**config.mk**
```make
export PLATFORM = sky130hd
export DESIGN_NAME = bert_txgen
export DESIGN_NICKNAME = d
export VERILOG_FILES = /design/src/rtl/bert_txgen_pkg.sv /design/src/rtl/txgen_load_edge.sv /design/src/rtl/txgen_engine.sv /design/src/rtl/txgen_zsup.sv /design/src/rtl/bert_txgen.sv
export SDC_FILE = /design/constraint.sdc
export NUM_CORES = 1
export LEC_CHECK = 0
export ABC_AREA = 1
export ABC_CLOCK_PERIOD_IN_PS = 3400
export CAP_MARGIN = 20
export CORE_ASPECT_RATIO = 1.75
export CORE_MARGIN = 3
export CORE_UTILIZATION = 55
export DETAILED_ROUTE_END_ITERATION = 6
export DONT_BUFFER_PORTS = 1
export GPL_ROUTABILITY_DRIVEN = 0
export PLACE_DENSITY = 0.81
export SLEW_MARGIN = 20
export SYNTH_ARGS = -nofsm -noshare
export SYNTH_HDL_FRONTEND = slang
export SYNTH_SLANG_ARGS = --single-unit
```
**constraint.sdc**
```tcl
create_clock -name clk -period 3.4 [get_ports clk]
set_clock_uncertainty 0.15 [all_clocks]
set_input_delay 0.68 -clock clk [delete_from_list [all_inputs] [get_ports clk]]
set_output_delay 0.68 -clock clk [all_outputs]
set_load 0.02 [all_outputs]
```
**src/rtl/bert_txgen_pkg.sv**
```systemverilog
package bert_txgen_pkg;
  typedef enum logic {
    MODE_REPEAT = 1'b0,
    MODE_PRBS   = 1'b1
  } gen_mode_e;
endpackage

```
**src/rtl/txgen_load_edge.sv**
```systemverilog
module txgen_load_edge (
  input  logic clk,
  input  logic rst,
  input  logic req_reg,
  input  logic req_pin,
  output logic load_pulse
);
  logic req_any;
  logic sync_a, sync_b, hist;

  assign req_any = req_reg | req_pin;

  always_ff @(posedge clk) begin
    if (rst) begin
      sync_a <= 1'b0;
      sync_b <= 1'b0;
      hist   <= 1'b0;
    end else begin
      sync_a <= req_any;
      sync_b <= sync_a;
      hist   <= sync_b;
    end
  end

  assign load_pulse = sync_b & ~hist;

  AST_LOAD_FROM_REQ: assert property (@(posedge clk) disable iff (rst)
    load_pulse |-> $past(req_any, 2));

  AST_LOAD_SINGLE: assert property (@(posedge clk) disable iff (rst)
    load_pulse |=> (!load_pulse || !$past(req_any, 2)));
endmodule

```
**src/rtl/txgen_engine.sv**
```systemverilog
module txgen_engine
  import bert_txgen_pkg::*;
#(
  parameter int W = 32
) (
  input  logic                 clk,
  input  logic                 rst,
  input  logic                 load,
  input  logic                 mode,
  input  logic [$clog2(W)-1:0] len_m1,
  input  logic [W-1:0]         taps,
  input  logic [W-1:0]         seed,
  output logic                 gen_bit
);
  localparam int LW = $clog2(W);

  logic [W-1:0]  pat;
  logic [LW-1:0] idx;
  logic [W-1:0]  lfsr;
  logic [W-1:0]  mask;
  logic [W-1:0]  seed_m;
  logic          fb;
  logic          rep_out;
  logic          prbs_out;

  assign mask   = {W{1'b1}} >> (W - 1 - int'(len_m1));
  assign seed_m = seed & mask;
  assign fb     = ^(lfsr & taps & mask);

  // repeating word path
  always_ff @(posedge clk) begin
    if (rst) begin
      pat <= '0;
      idx <= '0;
    end else if (load) begin
      pat <= seed;
      idx <= '0;
    end else if (idx >= len_m1) begin
      idx <= '0;
    end else begin
      idx <= idx + 1'b1;
    end
  end

  assign rep_out = pat[len_m1 - idx];

  // shift register sequence path
  always_ff @(posedge clk) begin
    if (rst) begin
      lfsr <= '0;
    end else if (load) begin
      lfsr <= (seed_m == '0) ? mask : seed_m;
    end else begin
      lfsr <= {lfsr[W-2:0], fb};
    end
  end

  assign prbs_out = lfsr[len_m1];

  always_comb begin
    if (gen_mode_e'(mode) == MODE_PRBS) gen_bit = prbs_out;
    else                                gen_bit = rep_out;
  end

  AST_REP_WRAP: assert property (@(posedge clk) disable iff (rst)
    (idx > len_m1) |=> (idx == '0));

  AST_SEED_NONZERO: assert property (@(posedge clk) disable iff (rst)
    $past(load) |-> ((lfsr & $past(mask)) != '0));
endmodule

```
**src/rtl/txgen_zsup.sv**
```systemverilog
module txgen_zsup #(
  parameter int LA = 14
) (
  input  logic clk,
  input  logic rst,
  input  logic gen_bit,
  input  logic zs_en,
  output logic tx
);
  localparam int CW = $clog2(LA + 2);

  logic [LA:0] line;
  logic        ahead_zero;

  assign ahead_zero = ~|line[LA-1:0];

  always_ff @(posedge clk) begin
    if (rst) begin
      line <= '0;
      tx   <= 1'b0;
    end else begin
      line <= {line[LA-1:0], gen_bit};
      tx   <= line[LA] | (zs_en & ahead_zero);
    end
  end

  // zero run length seen on the output while suppression stays on
  logic          zs_q;
  logic [CW-1:0] zrun;

  always_ff @(posedge clk) begin
    if (rst) begin
      zs_q <= 1'b0;
      zrun <= '0;
    end else begin
      zs_q <= zs_en;
      if (!zs_en || !zs_q || tx) zrun <= '0;
      else if (zrun != CW'(LA + 1)) zrun <= zrun + 1'b1;
    end
  end

  AST_ZS_RUN_BOUND: assert property (@(posedge clk) disable iff (rst)
    zrun <= CW'(LA));

  AST_ZS_OFF_PASS: assert property (@(posedge clk) disable iff (rst)
    !$past(zs_en) |-> (tx == $past(line[LA])));
endmodule

```
**src/rtl/bert_txgen.sv**
```systemverilog
module bert_txgen #(
  parameter int W  = 32,
  parameter int LA = 14
) (
  input  logic                 clk,
  input  logic                 rst,
  input  logic [W-1:0]         pat_set,
  input  logic [$clog2(W)-1:0] len_m1,
  input  logic [W-1:0]         taps,
  input  logic                 mode,
  input  logic                 zs_en,
  input  logic                 load_reg,
  input  logic                 load_pin,
  output logic                 tx_data
);
  logic load_pulse;
  logic gen_bit;

  txgen_load_edge u_edge (
    .clk        (clk),
    .rst        (rst),
    .req_reg    (load_reg),
    .req_pin    (load_pin),
    .load_pulse (load_pulse)
  );

  txgen_engine #(.W(W)) u_engine (
    .clk     (clk),
    .rst     (rst),
    .load    (load_pulse),
    .mode    (mode),
    .len_m1  (len_m1),
    .taps    (taps),
    .seed    (pat_set),
    .gen_bit (gen_bit)
  );

  txgen_zsup #(.LA(LA)) u_zsup (
    .clk     (clk),
    .rst     (rst),
    .gen_bit (gen_bit),
    .zs_en   (zs_en),
    .tx      (tx_data)
  );

  AST_RESET_QUIET: assert property (@(posedge clk)
    $past(rst) |-> !tx_data);
endmodule

```
==> results of run 1 <==
-- per-layer routing --
layer | vias to the layer above | global-route usage | share of wire
met5 | - | 0 | 0
met4 | 0 | 0.185 | 0.058
met3 | 69 | 0.0665 | 0.090
met2 | 284 | 0.511 | 0.50
met1 | 2569 | 0.322 | 0.35
li1 | 2832 | - | -
-- final timing paths --
kind	from	endpoint	slack (ns)	depth (start not counted)
worst max-delay path	len_m1[0]	u_engine.lfsr[25]	0.79	13
worst min-delay path	rst	u_edge.sync_b	0.25	1
worst max register to register	u_engine.idx[0]	u_zsup.line[0]	0.81	9
worst min register to register	u_edge.sync_a	u_edge.sync_b	0.26	2
-- flip-flops by register name (all words and copies together) (netlist names) --
name,cells
u_engine.pat,32
u_engine.lfsr,32
u_edge.sync_a,1
u_zsup.line,15
u_edge.sync_b,1
u_zsup.tx,1
u_engine.idx,5
u_edge.hist,1
-- cell families (layout without fill, tap and decap cells) --
family / after synthesis / in the layout
AOI/OAI and AO/OA: 111 / 111
xor gates and xnor gates: 7 / 7
adders and majority gates: 7 / 7
and+or+nand+nor: 525 / 525
buffers and inverters: 172 / 164
DFF: 88 / 88
-- area by class of cell --
cell class              instances  area, um^2
repair buffers                  7        52.6
multi-input cells             650        2970
clock inverters                 7        68.8
inverters                     141         529
clock buffers                   9         225
fillers                       959        3770
flip-flops and latches         88        1760
well taps                     122         153
-- cell usage in the layout, fill, tap and decap left out, drive strengths merged --
cell     synthesis  routed
nand2          337     337
inv            139     143
nor2            93      93
dfxtp           88      88
nand3           65      65
o21ai           51      51
o22ai           26      26
a21oi           22      22
nand4           11      11
nand3b           9       9
clkbuf          18       9
buf             13       7
xor2             6       6
ha               6       6
nor3             5       5
o211ai           5       5
clkinv           2       5
nor4             4       4
o221ai           3       3
a211oi           1       1
a22oi            1       1
o2111ai          1       1
a31oi            1       1
xnor2            1       1
nor3b            1       1
fa               1       1
-- per-stage QoR --
stage	power (mW)	hold WS, ns	worst slack (ns)	utilization	cells
2_1_floorplan	1.40	0.238	0.393	-	910
3_3_place_gp	1.48	0.248	0.593	0.574	1008
3_5_place_dp	1.48	0.244	0.524	0.574	1008
4_1_cts	2.46	0.233	0.862	0.604	1024
5_1_grt	2.56	0.236	0.539	0.604	1024
6_report	2.45	0.246	0.788	0.604	1024
-- where the power goes --
| part | leakage (nW) | switching, mW | internal (mW) |
|---|---|---|---|
| sequential | 0.715 | 0.0294 | 1.07 |
| combinational | 2.16 | 0.248 | 0.122 |
| clock | 0.146 | 0.462 | 0.517 |
==> summary.md, run 1 <==
| Metric | Value |
|---|---|
| Result of the run | `finished, final reports clean` |
| Post-synthesis compound-gate area fraction | `0.117` |
| Diode insertion count for antenna repair | `0` |
| Data required time of the worst path | `about 3.5 ns` |
| Critical Path AT | `2.75 ns` |
| Top-level port count | `between 70 and 80` |
| Critical Path Most Common Cell | `nand2_1` |
| Register area share after synthesis | `0.327` |
| Final Slew Violations | `0` |
| Share of synthesized registers carrying an async set or reset | `0` |
| GRT Resource Usage Total | `0.297` |
| Final antenna-violating net count | `0` |
| Dominant cells by area after synthesis | `dfxtp_1, nand2_1, inv_1` |
| WP buf/inv | `3` |
| First-pass GRT wire length | `between 20,000 and 30,000 um` |
| Adder-cell share of the synthesized area | `0.0176` |
| Buffers inserted during post-CTS setup optimization | `0` |
| Effective utilization at floorplan | `0.566` |
| Setup Viol. Count Final | `0` |
| CTS tree | `built` |
| Nets | `approximately 980` |
| Number of synthesized flops with an enable pin | `0` |
| Clk buf depth | `2` |
| Clock-pin slew reported for the worst setup and hold paths after clock tree synthesis | `0.07 ns` |
| Site row count | `47` |
| Post-Route WL | `15,800 um` |
| Area growth from synthesis to final layout | `6.77%` |
| Main combinational cell family by area after synthesis | `simple AND/OR/NAND/NOR gates` |
| Overall overflow remaining after global route | `0` |
| Via-per-instance ratio | `5.62` |
| Maximum vdd drop | `roughly 0.00029 V` |
| Final instance area | `0.00576 mm^2` |
| Crit Path Class | `in2reg` |
| Simple-Gate Fraction of Synth Area | `0.403` |
| Instance count of the mapped netlist | `between 900 and 1,000` |
| DR vias | `roughly 5,800` |
| Actual transition at the worst max-transition pin | `between 0.7 and 0.8 ns` |
| Core Region | `between 0.009 and 0.01 mm^2` |
| Maximum fanout along the worst path | `21` |
| Maximum achievable frequency | `about 380 MHz` |
| Final worst-path cycle share | `0.768` |
| Most frequently used cell type in the post-synthesis netlist | `nand2_1` |
| Number of buffers created by CTS | `9` |
| Worst path top cell family by delay | `simple AND/OR/NAND/NOR gates` |
| Leakage power | `a little over 3 nW` |
| Die area | `0.0111 mm^2` |
| Critical Path Slowest Stage Cell | `nor4_1` |
| HPWL Detailed | `approximately 12,000 um` |
| Max stage delay on crit path | `approximately 0.67 ns` |
| Most instantiated flip-flop cell in the synthesis netlist | `dfxtp_1` |
| Cell area after technology mapping | `0.00539 mm^2` |
| Clock insertion delay at the later pin of the skew report | `0.34 ns` |
| Type of element launching the critical path | `input pin` |
| Number of port buffers | `0` |
| Synth Warn # | `0` |
| RSZ-0062 raised after global routing | `false` |
| Cell Chain, Critical Path | `inv_1 -> buf_4 -> nand2_2 -> nand2_1 -> nand2_1 -> nand2_1 -> o21ai_1 -> nor4_1 -> nand4_1 -> buf_4 -> nand2_1 -> nand3b_1 -> nand2_1` |
| Final hold violation count | `0` |
| Number of antenna violations at the first check in global routing | `0` |
| Tightest Hold Check Type | `in2reg` |
| Number of max-cap violations | `0` |
| Proportion of synthesized area in mux cells | `0` |
| Max H-tree Level | `3` |
| Number of unique standard cell types used by synthesis | `36` |
| Tightest slew margin relative to the limit | `0.490` |
| Synth Register Bits | `between 80 and 90` |
| Mean post-synth cell area | `5.93 um^2` |
| Cell taking the most area after synthesis | `dfxtp_1` |
| Number of iterations in the first detailed-routing pass | `5` |
| Syn_nets | `992` |
| Final routed wire length divided by cell count | `15.5 um` |
| Placed Instance Area | `0.00546 mm^2` |
| Via count of the first global-routing pass | `~5,400` |
| Total negative slack for setup checks | `0 ns` |
| Detailed-route DRC error count | `0` |
| CP endpoint kind | `register` |
| Buffer cell driving the clock tree root | `clkbuf_16` |
| Fraction of layout instances using a drive strength above 1 | `0.0466` |
| DIE WIDTH | `approximately 80 um` |
| Largest net degree at the start of global routing | `39` |
| Drt initial violations | `roughly 420` |
| Power per cell area | `about 430 mW/mm^2` |
| Share of Yosys cell area claimed by the top area cell type | `0.327` |
| Post-cts resize count | `0` |
| Xor-xnor portion of the synthesized cell area | `0.0114` |
| Fin crit period | `between 2 and 3 ns` |
| Y dimension of the die | `~140 um` |
| Hold-fix buffer count after cts | `0` |
| Number of sinks on the clock net | `a little under 90` |
| Post-synth top cells | `nand2_1, inv_1, nor2_1` |
Power figures use the tool's default switching activity.
==> run 2, diff against run 1 <==
ABC_CLOCK_PERIOD_IN_PS = 2300   (was 3400)
PLACE_DENSITY = 0.84   (was 0.81)
clock period = 2.3 ns   (was 3.4 ns; I/O delays follow)
==> run 2 against run 1 <==
Compared with the run above: setup slack got worse by 0.75 ns; combinational power up 63%; largest power group is now clock; final cell count up 2.1%; critical path type is now reg2reg; cell area grew 4.1%; power grew 59%.
==> summary.md, run 2 (synthesis results as in run 1) <==
| Metric | Value |
|---|---|
| Final worst-path cycle share | `0.983` |
| Largest net degree at the start of global routing | `26` |
| Clock-pin slew reported for the worst setup and hold paths after clock tree synthesis | `roughly 0.07 ns` |
| Post-Route WL | `16,200 um` |
| Leading cell type in the layout, fill and taps excluded | `nand2_1` |
| Diode insertion count for antenna repair | `0` |
| Crit Path Class | `reg2reg` |
| Critical Path AT | `between 2 and 2.5 ns` |
| Clk buf depth | `2` |
| Tightest Hold Check Type | `in2reg` |
| Max H-tree Level | `3` |
| Maximum vdd drop | `approximately 0.00044 V` |
| Y dimension of the die | `roughly 140 um` |
| Post-placement cell count | `~1,000` |
| Final antenna-violating net count | `0` |
| Maximum achievable frequency | `443 MHz` |
| Final hold violation count | `0` |
| Core Region | `0.00953 mm^2` |
| Number of antenna violations at the first check in global routing | `0` |
| Via-per-instance ratio | `approximately 5.6` |
| Max stage delay on crit path | `around 0.60 ns` |
| Leakage power | `3.14 nW` |
| CTS tree | `built` |
| Clock insertion delay at the later pin of the skew report | `0.35 ns` |
| Site row count | `47` |
| Number of buffers created by CTS | `9` |
| Critical Path Slowest Stage Cell | `fa_2` |
| Number of max-cap violations | `0` |
| Overall overflow remaining after global route | `0` |
| GRT Resource Usage Total | `0.294` |
| Endpoint of the lowest-slack register-to-register path | `u_zsup.line[0]` |
| Total negative slack for setup checks | `0 ns` |
| Number of iterations in the first detailed-routing pass | `6` |
| Tightest slew margin relative to the limit | `0.665` |
| First-pass GRT wire length | `24,900 um` |
| Via count of the first global-routing pass | `5,445` |
| Final routed wire length divided by cell count | `about 15 um` |
| Internal reg-to-reg setup slack | `between 0.04 and 0.05 ns` |
| Registers with the most flip-flops | `u_engine.lfsr: 32 flops, u_engine.pat: 32 flops, u_zsup.line: 15 flops` |
| CP endpoint kind | `register` |
| Maximum fanout along the worst path | `8` |
| WHS | `around 0.029 ns` |
| Type of element launching the critical path | `register` |
| Dpl ws | `-0.0818 ns` |
| Cell Chain, Critical Path | `ha_4 -> inv_2 -> fa_2 -> clkbuf_4 -> a21oi_1 -> a211oi_2 -> a21oi_1 -> nand2_1 -> nand3_1 -> nand3b_1 -> a21oi_1` |
| Worst R2R Path Depth | `11` |
| Buffer cell driving the clock tree root | `clkbuf_16` |
| Result of the run | `finished, final reports clean` |
| Fin crit period | `roughly 2.3 ns` |
| Effective utilization at floorplan | `0.566` |
| Top-level port count | `between 70 and 80` |
| Worst Hold End | `u_edge.sync_b` |
| Launching point of the worst reg2reg path | `u_engine.idx[0]` |
| DIE WIDTH | `80.9 um` |
| Post-route setup slack | `0.0402 ns` |
| Most frequent cells in the layout | `nand2_1, inv_1, nor2_1` |
| Hold path startpoint | `rst` |
| Die area | `roughly 0.011 mm^2` |
| Fraction of layout instances using a drive strength above 1 | `0.0758` |
| Final Slew Violations | `0` |
| Number of port buffers | `0` |
| Drt initial violations | `around 540` |
| DR vias | `5,868` |
| Detailed-route DRC error count | `0` |
| Final Instance Count excl. Fillers | `around 1,000` |
| Number of sinks on the clock net | `~90` |
| Setup Viol. Count Final | `0` |
| WP buf/inv | `2` |
| Actual transition at the worst max-transition pin | `~0.5 ns` |
| Power per cell area | `approximately 650 mW/mm^2` |
| Nets | `approximately 1,000` |
| Area growth from synthesis to final layout | `11.2%` |
| HPWL Detailed | `around 12,000 um` |
| Worst hold stages | `1` |
| Data required time of the worst path | `approximately 2.4 ns` |
| Critical Path Most Common Cell | `a21oi_1` |
| Worst path top cell family by delay | `adder cells` |
==> run 2: cell type report <==
type | count | area, um^2
flip-flops and latches | 88 | 1760
repair buffers | 29 | 225
clock inverters | 7 | 109
fillers | 934 | 3530
clock buffers | 9 | 225
multi-input cells | 650 | 2990
inverters | 141 | 533
well taps | 122 | 153
==> run 2: power by group <==
part	internal, mW	switching (mW)	total, mW
Sequential	1.58	0.0427	1.63
Clock	0.978	0.681	1.66
Combinational	0.227	0.376	0.603
==> run 2: worst max-delay path by stage <==
stage | from | endpoint | slack (ns) | depth (start not counted)
3_3_place_gp | len_m1[0] | u_zsup.line[0] | -0.08 | 12
3_5_place_dp | len_m1[0] | u_zsup.line[0] | -0.08 | 12
4_1_cts | u_engine.idx[0] | u_zsup.line[0] | 0.05 | 11
6_report | u_engine.idx[0] | u_zsup.line[0] | 0.04 | 11
2_1_floorplan | len_m1[0] | u_zsup.line[0] | -0.14 | 12
5_1_grt | u_engine.idx[0] | u_zsup.line[0] | -0.05 | 12
==> run 2: per-layer routing <==
layer / vias to the layer above / routed length (um) / track usage / part of all wire
li1: 2881 / - / - / -
met1: 2589 / 5630 / 0.305 / 0.35
met2: 305 / 8040 / 0.510 / 0.50
met3: 93 / 1400 / 0.0685 / 0.087
met4: 0 / 1090 / 0.202 / 0.067
met5: - / 0 / 0 / 0
==> run 2: stage by stage <==
stage | cell area (um^2) | power [mW] | utilization
CTS | 5940 | 3.85 | 0.623
finish | 6000 | 3.89 | 0.629
global placement | 5610 | 2.20 | 0.588
global route | 6000 | 4.02 | 0.629
detailed placement | 5610 | 2.21 | 0.588
floorplan | 5420 | 2.08 | -
==> run 2: repair_timing <==
| item | CTS | global route |
|---|---|---|
| resized for setup | 0 | 7 |
| buffers inserted | 0 | 4 |
| setup endpoints to repair | 0 | 1 |
| hold buffers | 0 | 0 |
